===== config.mk =====
export PLATFORM = sky130hd
export DESIGN_NAME = clock_victim_sel
export DESIGN_NICKNAME = d
export VERILOG_FILES = /design/src/rtl/clock_victim_pkg.sv /design/src/rtl/clock_victim_ctrl.sv /design/src/rtl/clock_victim_datapath.sv /design/src/rtl/clock_victim_sel.sv
export SDC_FILE = /design/constraint.sdc
export NUM_CORES = 1
export LEC_CHECK = 0
export BUFFER_PORTS_ARGS = -buffer_cell sky130_fd_sc_hd__buf_2
export CORE_UTILIZATION = 60
export DETAILED_ROUTE_END_ITERATION = 16
export PLACE_DENSITY_LB_ADDON = 0.25
export SLEW_MARGIN = 20
export SYNTH_ARGS = -nofsm -noshare
export SYNTH_HDL_FRONTEND = slang
export SYNTH_SLANG_ARGS = --single-unit

===== constraint.sdc =====
create_clock -name clk -period 4.9 [get_ports clk]
set_input_delay 0.49 -clock clk [delete_from_list [all_inputs] [get_ports clk]]
set_output_delay 0.49 -clock clk [all_outputs]
set_load 0.01 [all_outputs]

===== src/rtl/clock_victim_pkg.sv =====
package clock_victim_pkg;

  // strobes from the sweep control to the frame datapath
  typedef struct packed {
    logic step;     // inspect the frame under the hand and advance
    logic select;   // the inspected frame becomes the victim
    logic rspFire;  // victim handed over, install fresh page
    logic wbIssue;  // load the early write-back register
  } sweepStrobes_t;

  // what the datapath reports about the frame under the hand
  typedef struct packed {
    logic pickHere;
    logic wbHere;
    logic wbFree;
  } sweepStatus_t;

  typedef enum logic [1:0] {
    ST_IDLE,
    ST_SWEEP,
    ST_RESP
  } sweepState_t;

endpackage


===== src/rtl/clock_victim_ctrl.sv =====
module clock_victim_ctrl
  import clock_victim_pkg::*;
(
  input  logic          clk,
  input  logic          rstN,
  input  logic          reqValid,
  input  logic          rspReady,
  input  sweepStatus_t  status,
  output sweepStrobes_t strb,
  output logic          reqReady,
  output logic          rspValid
);

  sweepState_t stateQ, stateD;

  always_comb begin
    strb   = '0;
    stateD = stateQ;
    unique case (stateQ)
      ST_IDLE: begin
        if (reqValid) stateD = ST_SWEEP;
      end
      ST_SWEEP: begin
        strb.step    = 1'b1;
        strb.select  = status.pickHere;
        strb.wbIssue = status.wbHere && status.wbFree;
        if (status.pickHere) stateD = ST_RESP;
      end
      ST_RESP: begin
        strb.rspFire = rspReady;
        if (rspReady) stateD = ST_IDLE;
      end
      default: stateD = ST_IDLE;
    endcase
  end

  always_ff @(posedge clk) begin
    if (!rstN) stateQ <= ST_IDLE;
    else       stateQ <= stateD;
  end

  assign reqReady = (stateQ == ST_IDLE);
  assign rspValid = (stateQ == ST_RESP);

  // an offered victim stays offered until taken
  p_rsp_hold_r7: assert property (@(posedge clk) disable iff (!rstN)
    rspValid && !rspReady |=> rspValid);

  // a new request is taken only once the previous victim is gone
  p_idle_after_take_r7: assert property (@(posedge clk) disable iff (!rstN)
    rspValid && rspReady |=> reqReady && !rspValid);

endmodule


===== src/rtl/clock_victim_datapath.sv =====
module clock_victim_datapath
  import clock_victim_pkg::*;
#(
  parameter int FRAMES  = 8,
  parameter int CLEAN_N = 1,
  parameter int DIRTY_N = 2,
  parameter int WB_AT   = 1
) (
  input  logic                        clk,
  input  logic                        rstN,
  input  logic                        refValid,
  input  logic [$clog2(FRAMES)-1:0]   refFrame,
  input  logic                        refWrite,
  input  logic                        wbReady,
  input  logic                        wbDoneValid,
  input  logic [$clog2(FRAMES)-1:0]   wbDoneFrame,
  input  sweepStrobes_t               strb,
  output sweepStatus_t                status,
  output logic [$clog2(FRAMES)-1:0]   victimFrame,
  output logic                        victimDirty,
  output logic                        wbValid,
  output logic [$clog2(FRAMES)-1:0]   wbFrame
);

  localparam int IDX_W = $clog2(FRAMES);
  localparam int CNT_W = $clog2(DIRTY_N + 1);
  localparam logic [IDX_W-1:0] LAST_IDX = IDX_W'(FRAMES - 1);

  logic [FRAMES-1:0] useQ;
  logic [FRAMES-1:0] dirtyQ;
  logic [CNT_W-1:0]  cntQ [FRAMES];
  logic [IDX_W-1:0]  handQ;
  logic [IDX_W-1:0]  victimQ;
  logic              victimDirtyQ;
  logic              wbValidQ;
  logic [IDX_W-1:0]  wbFrameQ;

  logic             refAtHand;
  logic             effUse;
  logic [CNT_W-1:0] nextCnt;
  logic             reached;

  // evaluation of the frame under the hand
  always_comb begin
    refAtHand = refValid && (refFrame == handQ);
    effUse    = useQ[handQ] || refAtHand;
    nextCnt   = cntQ[handQ] + CNT_W'(1);
    reached   = dirtyQ[handQ] ? (nextCnt >= CNT_W'(DIRTY_N))
                              : (nextCnt >= CNT_W'(CLEAN_N));
    status.pickHere = !effUse && reached;
    status.wbHere   = !effUse && !reached && dirtyQ[handQ]
                      && (nextCnt == CNT_W'(WB_AT));
    status.wbFree   = !wbValidQ || wbReady;
  end

  // hand, victim latch and early write-back register
  always_ff @(posedge clk) begin
    if (!rstN) begin
      handQ        <= '0;
      victimQ      <= '0;
      victimDirtyQ <= 1'b0;
      wbValidQ     <= 1'b0;
      wbFrameQ     <= '0;
    end else begin
      if (strb.step) handQ <= (handQ == LAST_IDX) ? '0 : handQ + IDX_W'(1);
      if (strb.select) begin
        victimQ      <= handQ;
        victimDirtyQ <= dirtyQ[handQ];
      end
      if (strb.wbIssue) begin
        wbValidQ <= 1'b1;
        wbFrameQ <= handQ;
      end else if (wbReady) begin
        wbValidQ <= 1'b0;
      end
    end
  end

  // per-frame state
  for (genvar gi = 0; gi < FRAMES; gi++) begin : g_frame
    logic refHit, atHand, installHere, doneHere;
    always_comb begin
      refHit      = refValid && (refFrame == IDX_W'(gi));
      atHand      = strb.step && (handQ == IDX_W'(gi));
      installHere = strb.rspFire && (victimQ == IDX_W'(gi));
      doneHere    = wbDoneValid && (wbDoneFrame == IDX_W'(gi));
    end

    always_ff @(posedge clk) begin
      if (!rstN) begin
        useQ[gi]   <= 1'b0;
        dirtyQ[gi] <= 1'b0;
        cntQ[gi]   <= '0;
      end else begin
        if (refHit)                  useQ[gi] <= 1'b1;
        else if (atHand || installHere) useQ[gi] <= 1'b0;

        if (refHit && refWrite)           dirtyQ[gi] <= 1'b1;
        else if (installHere || doneHere) dirtyQ[gi] <= 1'b0;

        if (atHand) begin
          if (effUse || status.pickHere) cntQ[gi] <= '0;
          else                           cntQ[gi] <= nextCnt;
        end else if (installHere) begin
          cntQ[gi] <= '0;
        end
      end
    end
  end

  assign victimFrame = victimQ;
  assign victimDirty = victimDirtyQ;
  assign wbValid     = wbValidQ;
  assign wbFrame     = wbFrameQ;

  // the hand only moves on a sweep step
  p_hand_still_r2: assert property (@(posedge clk) disable iff (!rstN)
    !strb.step |=> $stable(handQ));

  // a pending write-back request is held with its frame
  p_wb_hold_r11: assert property (@(posedge clk) disable iff (!rstN)
    wbValidQ && !wbReady |=> wbValidQ && $stable(wbFrameQ));

  // a reference colliding with the inspection keeps the use bit
  p_ref_wins_r10: assert property (@(posedge clk) disable iff (!rstN)
    refValid && strb.step && (refFrame == handQ) |=> useQ[$past(refFrame)]);

  // write-back completion clears the dirty bit unless rewritten
  p_done_clears_r8: assert property (@(posedge clk) disable iff (!rstN)
    wbDoneValid && !(refValid && refWrite && (refFrame == wbDoneFrame))
    |=> !dirtyQ[$past(wbDoneFrame)]);

  // an inspected, recently used frame is never picked
  p_used_skipped_r3: assert property (@(posedge clk) disable iff (!rstN)
    strb.step && useQ[handQ] |-> !strb.select);

endmodule


===== src/rtl/clock_victim_sel.sv =====
module clock_victim_sel
  import clock_victim_pkg::*;
#(
  parameter int FRAMES  = 8,
  parameter int CLEAN_N = 1,
  parameter int DIRTY_N = 2,
  parameter int WB_AT   = 1
) (
  input  logic                       clk,
  input  logic                       rstN,
  input  logic                       refValid,
  input  logic [$clog2(FRAMES)-1:0]  refFrame,
  input  logic                       refWrite,
  input  logic                       reqValid,
  output logic                       reqReady,
  output logic                       rspValid,
  input  logic                       rspReady,
  output logic [$clog2(FRAMES)-1:0]  rspFrame,
  output logic                       rspDirty,
  output logic                       wbValid,
  input  logic                       wbReady,
  output logic [$clog2(FRAMES)-1:0]  wbFrame,
  input  logic                       wbDoneValid,
  input  logic [$clog2(FRAMES)-1:0]  wbDoneFrame
);

  sweepStrobes_t strb;
  sweepStatus_t  status;

  clock_victim_ctrl u_ctrl (
    .clk      (clk),
    .rstN     (rstN),
    .reqValid (reqValid),
    .rspReady (rspReady),
    .status   (status),
    .strb     (strb),
    .reqReady (reqReady),
    .rspValid (rspValid)
  );

  clock_victim_datapath #(
    .FRAMES  (FRAMES),
    .CLEAN_N (CLEAN_N),
    .DIRTY_N (DIRTY_N),
    .WB_AT   (WB_AT)
  ) u_dp (
    .clk         (clk),
    .rstN        (rstN),
    .refValid    (refValid),
    .refFrame    (refFrame),
    .refWrite    (refWrite),
    .wbReady     (wbReady),
    .wbDoneValid (wbDoneValid),
    .wbDoneFrame (wbDoneFrame),
    .strb        (strb),
    .status      (status),
    .victimFrame (rspFrame),
    .victimDirty (rspDirty),
    .wbValid     (wbValid),
    .wbFrame     (wbFrame)
  );

  // the offered victim does not change while it waits
  p_rsp_stable_r7: assert property (@(posedge clk) disable iff (!rstN)
    rspValid && !rspReady |=> $stable(rspFrame) && $stable(rspDirty));

endmodule


==> flow_summary.json <==
{
  "clkPwrFrac_pct": 32.5,
  "insertion_delay_ns": 0.30,
  "nFillCells": 285,
  "cts_inserted_buffers": 5,
  "area_growth_pct": 10.63,
  "layout_common_cells": "dfxtp_1 (32), nor2_1 (24), buf_2 (23), nand3_1 (22), nand2_1 (20)",
  "pwr-share-seq_pct": 50.9,
  "path_cells": "mux4_2 -> mux2i_1 -> ha_1 -> and3b_2 -> o2111ai_2 -> nor2_1",
  "wl_mm": 5.678,
  "cpMaxStageDelayCell": "mux4_2",
  "r2r_slack_ns": 2.20,
  "die_w_um": 65.72,
  "period_share_pct": 55.02,
  "cp.arrival_ns": 2.83,
  "seq_area_frac_synth_pct": 46.02,
  "cts_hold_buf": 0,
  "crit_path_end_kind": "register",
  "finClkSkew_ns": 0.004150,
  "place.gp.congestion": 0.9056,
  "swShare_pct": 26.61,
  "drc": 0,
  "dp.final_hpwl_mm": 4.313,
  "cp_max_fo": 8,
  "stdcell_count": 320,
  "syn-num-nets": 271,
  "place_inst": 312,
  "criticalPathCategory": "reg2reg",
  "powerDensity_nw_per_um2": 329.1,
  "final_common_cell": "dfxtp_1",
  "ys_ff_latch": 48,
  "async_flop_share_pct": 0,
  "die_area_um2": 4319,
  "clock-sinks": 48,
  "grtUsageTotal_pct": 29.63,
  "io_pins": 24,
  "grt_pass1_vias": 1843,
  "hold_path_end": "u_dp.useQ[2]$_SDFFE_PN0P_",
  "worstPathRequired_ns": 5.04,
  "ys_warn_count": 0,
  "reg2reg_to": "u_dp.cntQ[0][0]$_SDFFCE_PP0P_",
  "cts.path.max_buffers": 2,
  "whs_path_depth": 2,
  "grt_pass1_wl_mm": 9.183,
  "tightest_slew_ns": 0.5824,
  "antenna_found_initial": 0,
  "status": "finished, final reports clean",
  "r2r_cells": 6,
  "syn_inst": 249,
  "fmax_ghz": 0.3709,
  "setup_tns_ns": 0,
  "post-place-ws_ns": 2.213,
  "drv_cap": 0,
  "drt_pass1_iterations": 4,
  "clk_pin_slew_ns": 0.08,
  "rsz0062_at_grt": "false",
  "cts-htree-levels": 2,
  "setup_ws_ns": 2.204,
  "ir_worst_vdd_v": 0.0002505,
  "ant_nets": 0,
  "synthDistinctLibCells": 39,
  "ys.flop_type": "dfxtp_1",
  "synth_edf_count": 16,
  "hold_start": "refFrame[0]",
  "ctsRootBufferMaster": "clkbuf_8",
  "initial_core_util_pct": 64.60,
  "cts_resized": 0,
  "netlist_area_um2": 2436,
  "setup_viol": 0,
  "wl_per_cell_um": 17.74,
  "cts_tree": "done",
  "p_leak_uw": 0.0009801,
  "hold_viol": 0,
  "portBuffers": 23,
  "num_vias": 1961,
  "drive_above_1_share_pct": 15.81,
  "cp-start-kind": "register",
  "intPower_uw": 651.0,
  "diodes": 0,
  "cts_setup_buffers": 0,
  "synth_area_per_cell_um2": 9.783,
  "die_y_um": 65.72,
  "grt.overflow.total": 0,
  "drt_iter0_drc": 149,
  "num_rows": 22,
  "hold_class": "in2reg",
  "post_drt_via_cell_ratio": 6.128,
  "slew_headroom_pct": 61.12,
  "total_power_uw": 886.9,
  "slew_violations": 0,
  "fin_crit_ns": 2.696,
  "p_comb_share_pct": 16.6,
  "fp.coreArea_um2": 3771,
  "nNetsFinal": 293,
  "grt_max_degree": 25,
  "switching_power_uw": 236.0,
  "max_stage_delay_ns": 0.53
}
## cell families after synthesis
kind of cell	after synthesis	share of synthesized area, %
DFF	48	46.02
muxes	16	9.707
xor gates and xnor gates	2	0.7192
buffers and inverters	21	3.339
and+or+nand+nor	104	22.14
adders and majority gates	8	4.109
AOI/OAI and AO/OA	50	13.97
## layout make-up
cell class	instances	area, µm²	area share (%)
timing repair buffer	23	115.1	4.271
tap	48	60.06	2.228
sequential	48	1121	41.60
multi-input combinational	180	1234	45.78
clock buffer	6	82.58	3.064
clock inverter	2	33.78	1.253
inverter	13	48.80	1.811
## Yosys cell counts (all sizes together), types with 3 or more instances
master / count / share of area, %
edfxtp: 16 / 20
o21ai: 11 / 2.3
inv: 13 / 2.0
nor2: 24 / 3.7
ha: 8 / 4.1
a21oi: 11 / 2.3
clkbuf: 6 / 0.92
nand3b: 4 / 1.2
nand2: 20 / 3.1
nor2b: 11 / 2.8
o211ai: 3 / 0.92
dfxtp: 32 / 26
o22ai: 9 / 2.3
and2: 3 / 0.77
nor3: 3 / 1.1
nand2b: 9 / 2.3
mux4: 6 / 5.5
o31ai: 5 / 1.5
mux2i: 9 / 3.7
nand3: 22 / 4.5
## worst max-delay path by stage
stage	startpoint	cells after the start	slack, ns	to
3_3_place_gp	register	6	2.31	u_dp.cntQ[2][1]$_SDFFCE_PP0P_
6_report	register	6	2.20	u_dp.cntQ[0][0]$_SDFFCE_PP0P_
4_1_cts	register	6	2.17	u_dp.cntQ[0][0]$_SDFFCE_PP0P_
5_1_grt	register	6	2.03	u_dp.cntQ[0][0]$_SDFFCE_PP0P_
3_5_place_dp	register	6	2.21	u_dp.cntQ[0][0]$_SDFFCE_PP0P_
2_1_floorplan	register	6	2.61	u_dp.cntQ[0][0]$_SDFFCE_PP0P_
## registers in the layout, indices dropped and copies added, names as in the netlist, named ones only
register          count
u_dp.dirtyQ           8
u_dp.wbValid          1
u_dp.victimDirty      1
u_dp.handQ            3
u_ctrl.stateQ         2
u_dp.useQ             8
u_dp.cntQ            16
u_dp.wbFrame          3
u_dp.victimFrame      3
## power groups by stage
stage          Clock (µW)  Sequential [µW]  Combinational (µW)
5_1_grt               307              455                 162
4_1_cts               292              452                 147
3_3_place_gp            0              460                 140
3_5_place_dp            0              461                 144
6_report              288              451                 147
2_1_floorplan           0              448                 113
## metal layers
metal / vias up / global-route usage [%] / wire length [µm]
met4: 0 / 8.967 / 75
met3: 8 / 6.597 / 361
met2: 56 / 51.66 / 2952
met1: 957 / 36.06 / 2289
met5: - / 0 / 0
li1: 940 / - / -
## through the flow
step                      hold WS (ns)  cell area (µm²)  util, %
after floorplan                 0.4399             2436        -
after global placement          0.4448             2579    68.38
after detailed placement        0.4525             2579    68.38
after CTS                       0.4387             2695    71.47
after global routing            0.4427             2695    71.47
final                           0.4394             2695    71.47
## critical path, delay by kind of cell, from the launching register on
| family | cells | cell delay, ns |
|---|---|---|
| mux | 2 | 0.87 |
| simple gates | 2 | 0.57 |
| compound gates | 1 | 0.27 |
| fa+ha+maj | 1 | 0.33 |
| flops | 1 | 0.48 |
Note: power is estimated with default switching activity, not from simulation.
